## config.mk

```make
export PLATFORM = sky130hd
export DESIGN_NAME = mpwm_sequencer
export DESIGN_NICKNAME = d
export VERILOG_FILES = /design/src/rtl/mpwm_pkg.sv /design/src/rtl/mpwm_phase_detect.sv /design/src/rtl/mpwm_slot_timer.sv /design/src/rtl/mpwm_phase_channel.sv /design/src/rtl/mpwm_sequencer.sv
export SDC_FILE = /design/constraint.sdc
export NUM_CORES = 1
export LEC_CHECK = 0
export ABC_AREA = 1
export ABC_CLOCK_PERIOD_IN_PS = 12480
export CAP_MARGIN = 25
export CORE_MARGIN = 2
export CORE_UTILIZATION = 50
export CTS_CLUSTER_DIAMETER = 100
export DETAILED_ROUTE_END_ITERATION = 10
export GPL_TIMING_DRIVEN = 0
export PLACE_DENSITY = 0.71
export SLEW_MARGIN = 25
export SYNTH_ARGS = -nofsm -noshare
export SYNTH_HDL_FRONTEND = slang
export SYNTH_SLANG_ARGS = --single-unit
export TNS_END_PERCENT = 10
```

## constraint.sdc

```tcl
create_clock -name clk -period 12.48 [get_ports clk]
set_clock_uncertainty 0.15 [all_clocks]
set_input_delay 2.496 -clock clk [delete_from_list [all_inputs] [get_ports clk]]
set_output_delay 2.496 -clock clk [all_outputs]
set_load 0.1 [all_outputs]
```

## src/rtl/mpwm_pkg.sv

```systemverilog
package mpwm_pkg;

    localparam int MAX_PHASES = 4;

    typedef enum logic [1:0] {
        SQ_IDLE   = 2'd0,
        SQ_DETECT = 2'd1,
        SQ_RUN    = 2'd2
    } seq_st_e;

    // Control word handed from the sequencing FSM to the timing datapath,
    // describing the state that the next clock edge will establish.
    typedef struct packed {
        logic       run_nxt;
        logic       start;
        logic [2:0] nph_nxt;
    } seq_ctl_t;

    // Strap decode: upper phase grounded removes it from rotation.
    function automatic logic [2:0] decode_count(input logic gnd3, input logic gnd4);
        if (!gnd4)
            return 3'd4;
        else if (!gnd3)
            return 3'd3;
        else
            return 3'd2;
    endfunction

endpackage

```

## src/rtl/mpwm_phase_detect.sv

```systemverilog
module mpwm_phase_detect
    import mpwm_pkg::*;
#(
    parameter int SLOT = 8
) (
    input  logic     clk,
    input  logic     rst,
    input  logic     en,
    input  logic     gnd3,
    input  logic     gnd4,
    output seq_ctl_t ctl,
    output logic [2:0] nph_q
);

    localparam int DET_LEN = 2 * SLOT;
    localparam int DCW     = $clog2(DET_LEN);

    seq_st_e        st_q, st_n;
    logic [DCW-1:0] cnt_q, cnt_n;
    logic [2:0]     nph_n;

    always_comb begin
        st_n  = st_q;
        cnt_n = cnt_q;
        nph_n = nph_q;
        unique case (st_q)
            SQ_IDLE: begin
                nph_n = 3'd0;
                cnt_n = '0;
                if (en) st_n = SQ_DETECT;
            end
            SQ_DETECT: begin
                if (!en) begin
                    st_n  = SQ_IDLE;
                    cnt_n = '0;
                end else if (cnt_q == DCW'(DET_LEN - 1)) begin
                    st_n  = SQ_RUN;
                    cnt_n = '0;
                    nph_n = decode_count(gnd3, gnd4);
                end else begin
                    cnt_n = cnt_q + 1'b1;
                end
            end
            SQ_RUN: begin
                if (!en) begin
                    st_n  = SQ_IDLE;
                    nph_n = 3'd0;
                end
            end
            default: begin
                st_n  = SQ_IDLE;
                cnt_n = '0;
                nph_n = 3'd0;
            end
        endcase
    end

    always_ff @(posedge clk) begin
        if (rst) begin
            st_q  <= SQ_IDLE;
            cnt_q <= '0;
            nph_q <= 3'd0;
        end else begin
            st_q  <= st_n;
            cnt_q <= cnt_n;
            nph_q <= nph_n;
        end
    end

    always_comb begin
        ctl.run_nxt = !rst && (st_n == SQ_RUN);
        ctl.start   = !rst && (st_n == SQ_RUN) && (st_q != SQ_RUN);
        ctl.nph_nxt = nph_n;
    end

endmodule

```

## src/rtl/mpwm_slot_timer.sv

```systemverilog
module mpwm_slot_timer
    import mpwm_pkg::*;
#(
    parameter int SLOT = 8,
    parameter int PW   = 6
) (
    input  logic          clk,
    input  logic          rst,
    input  seq_ctl_t      ctl,
    output logic [PW-1:0] pos_nxt,
    output logic [PW-1:0] per_nxt
);

    logic [PW-1:0] pos_q;

    always_comb begin
        per_nxt = PW'(SLOT) * PW'(ctl.nph_nxt);
        if (!ctl.run_nxt || ctl.start)
            pos_nxt = '0;
        else if (pos_q == per_nxt - 1'b1)
            pos_nxt = '0;
        else
            pos_nxt = pos_q + 1'b1;
    end

    always_ff @(posedge clk) begin
        if (rst) pos_q <= '0;
        else     pos_q <= pos_nxt;
    end

endmodule

```

## src/rtl/mpwm_phase_channel.sv

```systemverilog
module mpwm_phase_channel #(
    parameter int IDX  = 0,
    parameter int SLOT = 8,
    parameter int PW   = 6,
    parameter int DW   = 6
) (
    input  logic          clk,
    input  logic          rst,
    input  logic          act,
    input  logic [PW-1:0] pos_nxt,
    input  logic [PW-1:0] per_nxt,
    input  logic [DW-1:0] duty,
    output logic          pwm
);

    localparam int          CW  = ((DW > PW) ? DW : PW) + 1;
    localparam logic [PW-1:0] OFF = PW'(IDX * SLOT);

    logic [PW-1:0] t_v;
    logic [PW-1:0] sat_v;
    logic [PW-1:0] lat_q;

    always_comb begin
        if (pos_nxt >= OFF)
            t_v = pos_nxt - OFF;
        else
            t_v = pos_nxt + per_nxt - OFF;
        if (CW'(duty) >= CW'(per_nxt))
            sat_v = per_nxt;
        else
            sat_v = PW'(duty);
    end

    always_ff @(posedge clk) begin
        if (rst || !act) begin
            lat_q <= '0;
            pwm   <= 1'b0;
        end else if (t_v == '0) begin
            lat_q <= sat_v;
            pwm   <= (sat_v != '0);
        end else begin
            pwm   <= (t_v < lat_q);
        end
    end

endmodule

```

## src/rtl/mpwm_sequencer.sv

```systemverilog
module mpwm_sequencer
    import mpwm_pkg::*;
#(
    parameter int SLOT = 8,
    parameter int DW   = 6
) (
    input  logic                       clk,
    input  logic                       rst,
    input  logic                       en,
    input  logic                       strap3_low,
    input  logic                       strap4_low,
    input  logic [MAX_PHASES*DW-1:0]   duty_cmd,
    output logic [MAX_PHASES-1:0]      pwm_out,
    output logic [2:0]                 phase_count
);

    localparam int PW = $clog2(MAX_PHASES * SLOT + 1);

    seq_ctl_t      ctl;
    logic [PW-1:0] pos_nxt;
    logic [PW-1:0] per_nxt;

    mpwm_phase_detect #(.SLOT(SLOT)) u_detect (
        .clk   (clk),
        .rst   (rst),
        .en    (en),
        .gnd3  (strap3_low),
        .gnd4  (strap4_low),
        .ctl   (ctl),
        .nph_q (phase_count)
    );

    mpwm_slot_timer #(.SLOT(SLOT), .PW(PW)) u_timer (
        .clk     (clk),
        .rst     (rst),
        .ctl     (ctl),
        .pos_nxt (pos_nxt),
        .per_nxt (per_nxt)
    );

    for (genvar k = 0; k < MAX_PHASES; k++) begin : g_ph
        logic act_k;
        assign act_k = ctl.run_nxt && (ctl.nph_nxt > 3'(k));

        mpwm_phase_channel #(
            .IDX  (k),
            .SLOT (SLOT),
            .PW   (PW),
            .DW   (DW)
        ) u_ch (
            .clk     (clk),
            .rst     (rst),
            .act     (act_k),
            .pos_nxt (pos_nxt),
            .per_nxt (per_nxt),
            .duty    (duty_cmd[k*DW +: DW]),
            .pwm     (pwm_out[k])
        );
    end

endmodule

```

==> Flow_metrics.wiki, run 1 <==
{| class="wikitable"
! Metric !! Value
|-
| Source of the worst register-to-register timing path || u_detect.cnt_q[1]$_SDFFE_PP0P_
|-
| DPL Wire Length || approximately 6600 µm
|-
| Antenna violations before repair || 0
|-
| Multi-input gate area || around 2600 µm²
|-
| Width of the die || about 91 µm
|-
| Cell family with the largest share of critical-path delay || adder cells
|-
| Die area || around 8300 µm²
|-
| Ys async rst share || 0%
|-
| Core Footprint || ~7300 µm²
|-
| Slew of the pin with the lowest slew margin || around 0.97 ns
|-
| Worst-case headroom to the max-slew limit || 35.4%
|-
| FF+latch area || 861 µm²
|-
| Bufs and invs on worst path || 8
|-
| Count of H-tree levels built during CTS || 2
|-
| Via Count || around 3.4k
|-
| Setup TNS || 0 ns
|-
| CP arrival || between 7 and 8 ns
|-
| Skew-Pair Late Insertion Delay || about 0.29 ns
|-
| Class of the most critical setup path || in2reg
|-
| Count of pins over their slew limit || 0
|-
| Peak supply drop || about 0.038 mV
|-
| Number of inserted filler cells in the final layout || around 750
|-
| Total global routing track utilization || between 20% and 30%
|-
| Most frequent cells in the layout || 113 x nand2_1, 83 x inv_1, 77 x nor2_1
|-
| Number of buffers added on ports || 34
|-
| Clock Pin Slew Worst Setup and Hold Paths || approximately 0.09 ns
|-
| Final number of hold-violating endpoints || 0
|-
| Most frequent standard cell in the layout excluding fill and tap cells || nand2_1
|-
| Shortest period the worst path allows || around 7.7 ns
|-
| DRT Wirelength || a little over 8000 µm
|-
| Number of different library cells in the post-synthesis netlist || 39
|-
| Final Net Count || approximately 680
|-
| CTS Buffer Depth || 2
|-
| Final standard cell count with taps included and fillers excluded || around 700
|-
| Mean instance size in the synthesized netlist || 6.83 µm²
|-
| Drt via density || ~5
|-
| Number of cell rows || 31
|-
| Run status || finished clean
|-
| Boundary Pins || 36
|-
| Post-synth EDFFs || 0
|-
| Max stage delay cell, worst path || clkdlybuf4s50_1
|-
| Effective utilization at floorplan || roughly half
|-
| Post-DP Area || between 4000 and 5000 µm²
|-
| Iteration-0 DRC Markers || between 90 and 100
|-
| Wire length of the first global-routing pass || roughly 14000 µm
|-
| Vertical die dimension || between 90 and 100 µm
|-
| Number of cells in the design after placement || 688
|-
| Maximum number of pins on one net before global-route repair || 15
|-
| Clock tree from TritonCTS || done
|-
| Area grow syn2layout || 14.9%
|-
| Total of warnings raised by yosys || 0
|-
| Slack of the worst reg-to-reg path || 6.88 ns
|-
| Final core utilization || roughly three fifths
|-
| ANT cells || 0
|-
| Number of remaining DRC errors || 0
|-
| Static power due to leakage || around 0.0020 µW
|-
| Max-cap check violation count || 0
|-
| Critical Path Fanout Max || 13
|-
| Crit path launch || en
|-
| Hold Path Class || reg2reg
|-
| Kind of start point of the critical path || primary input
|-
| Gate Count Post-Synth || between 500 and 600
|-
| Placer congestion estimate || about 0.83
|-
| Number of global-route vias before repair || between 3k and 4k
|-
| Combined area of all synthesized cells || approximately 3800 µm²
|-
| Critical Path Most Common Cell || inv_1
|-
| Sequential fraction of the synthesis area || ~23%
|-
| # clock sinks || 43
|-
| RSZ-0062 raised after global routing || no
|-
| Number of clock buffers inserted by TritonCTS || 5
|-
| Share of final-layout standard cells stronger than drive strength 1 || a little under an eighth
|-
| Primary flip-flop cell chosen by synthesis mapping || dfxtp_1
|-
| Cell Pwr Density || 60.8 nW/µm²
|-
| Number of nets with antenna violations after detailed routing || 0
|-
| Upper clock frequency limit || 129 MHz
|-
| Setup Fix Bufs, Post-CTS || 0
|-
| Category of the worst setup path capture point || flop
|-
| # setup viols final || 0
|-
| Final instance area || between 4000 and 5000 µm²
|-
| Root Buffer Master || clkbuf_8
|-
| Number of instances resized during post-cts repair || 0
|-
| Flip-flop and latch count after synthesis || 43
|-
| Average wire per standard cell || ~12 µm
|-
| Remaining global-route overflow || 0
|-
| Startpoint of the worst hold path || g_ph[0].u_ch.lat_q[0]$_SDFFE_PP0P_
|-
| Required time of the worst setup path || 12.57 ns
|-
| Post-route clock period utilization || between 60% and 70%
|-
| Post-Synthesis Net Count || 636
|-
| Largest stage delay, worst path || about 0.57 ns
|-
| Number of iterations in the first detailed-routing pass || 4
|-
| Hold buffer count at cts || 0
|}
==> tightest hold or removal path, delay by kind of cell (launching register included) <==
family | cells | cell delay [ns]
compound gates | 1 | 0.05
flops | 1 | 0.32
simple gates | 1 | 0.06
==> per-stage QoR <==
step	setup slack (ns)	total power, µW	hold slack [ns]
finish	4.75	265	0.323
global route	4.25	277	0.362
CTS	4.73	268	0.323
detailed placement	4.42	171	0.309
global placement	4.51	170	0.302
floorplan	5.71	158	0.290
==> per-layer routing <==
| metal | GRT usage [%] | part of all wire (%) | wire length (µm) |
|---|---|---|---|
| met1 | 25.8 | 49 | 3940 |
| met2 | 37.6 | 48 | 3910 |
| met3 | 3.07 | 2.6 | 208 |
| met4 | 3.41 | 0.33 | 27 |
| met5 | 0 | 0 | 0 |
==> kinds of logic after synthesis <==
logic type                 Yosys count  synth area share [%]
buffers and inverters               95                  9.81
AOI/OAI and AO/OA                   64                  10.3
and+or+nand+nor                    294                  38.2
xor gates and xnor gates             7                  1.62
DFF                                 43                  22.7
adders and majority gates           52                  17.4
==> final timing paths <==
| check | end | cells past startpoint |
|---|---|---|
| setup / recovery | g_ph[1].u_ch.pwm$_SDFF_PP0_ | 29 |
| hold / removal | g_ph[0].u_ch.lat_q[0]$_SDFFE_PP0P_ | 2 |
| setup reg to reg | g_ph[1].u_ch.pwm$_SDFF_PP0_ | 29 |
| hold reg to reg | g_ph[0].u_ch.lat_q[0]$_SDFFE_PP0P_ | 2 |
==> state kept, by name (all words and copies together) (netlist names) <==
register         cells
g_ph.u_ch.pwm        4
u_detect.cnt_q       4
u_detect.nph_q       3
u_timer.pos_q        6
u_detect.st_q        2
g_ph.u_ch.lat_q     24
==> Yosys cell counts, types with 5 or more instances <==
master    count  area [µm²]
a211oi_1     10        75.1
o21ai_0      16        80.1
nand3_1      37         185
ha_1         51         638
nand4_1      10        62.6
inv_2         7        26.3
nor3_1        7        35.0
nand2_2      17         106
nand3_2       6        60.1
a21oi_1      25         125
nand2_1     113         424
nor2_1       77         289
nand2_4       8        90.1
dfxtp_1      43         861
nor2_2        5        31.3
inv_1        83         312
==> cell type report <==
class,count,share of cell area (%)
timing repair buffer,34,7.82
buffer,5,0.776
multi-input combinational,417,58.7
sequential,43,19.8
clock buffer,6,1.90
inverter,90,7.76
tap,99,2.85
clock inverter,2,0.374
==> where the power goes <==
group | switching (µW) | leakage (µW) | total (µW) | internal [µW]
clock network | 51.5 | 0.0000474 | 96.7 | 45.2
registers | 0.375 | 0.000346 | 138 | 138
logic | 15.3 | 0.00160 | 29.9 | 14.6
No activity file was read; power rests on OpenSTA's default activity.
==> run 2, diff against run 1 <==
ABC_CLOCK_PERIOD_IN_PS = 7300   (was 12480)
clock period = 7.3 ns   (was 12.48 ns; I/O delays follow)
==> results of run 2 <==
The final DEF is identical to that of run 1. Status: finished clean.
Among the figures that moved: setup slack after placement 4.42 ns -> 0.273 ns; setup slack after layout 4.75 ns -> 0.604 ns; register-to-register setup slack 6.88 ns -> 1.70 ns; total power 265 µW -> 452 µW; worst IR drop on VDD 0.0377 mV -> 0.0645 mV
==> run 3, diff against run 2 <==
SLEW_MARGIN = 20   (was 25)
==> results of run 3 <==
The final DEF is identical to that of run 1. Status: finished clean.
Among the figures that moved: setup slack after placement 4.42 ns -> 0.273 ns; setup slack after layout 4.75 ns -> 0.604 ns; register-to-register setup slack 6.88 ns -> 1.70 ns; total power 265 µW -> 452 µW; worst IR drop on VDD 0.0377 mV -> 0.0645 mV
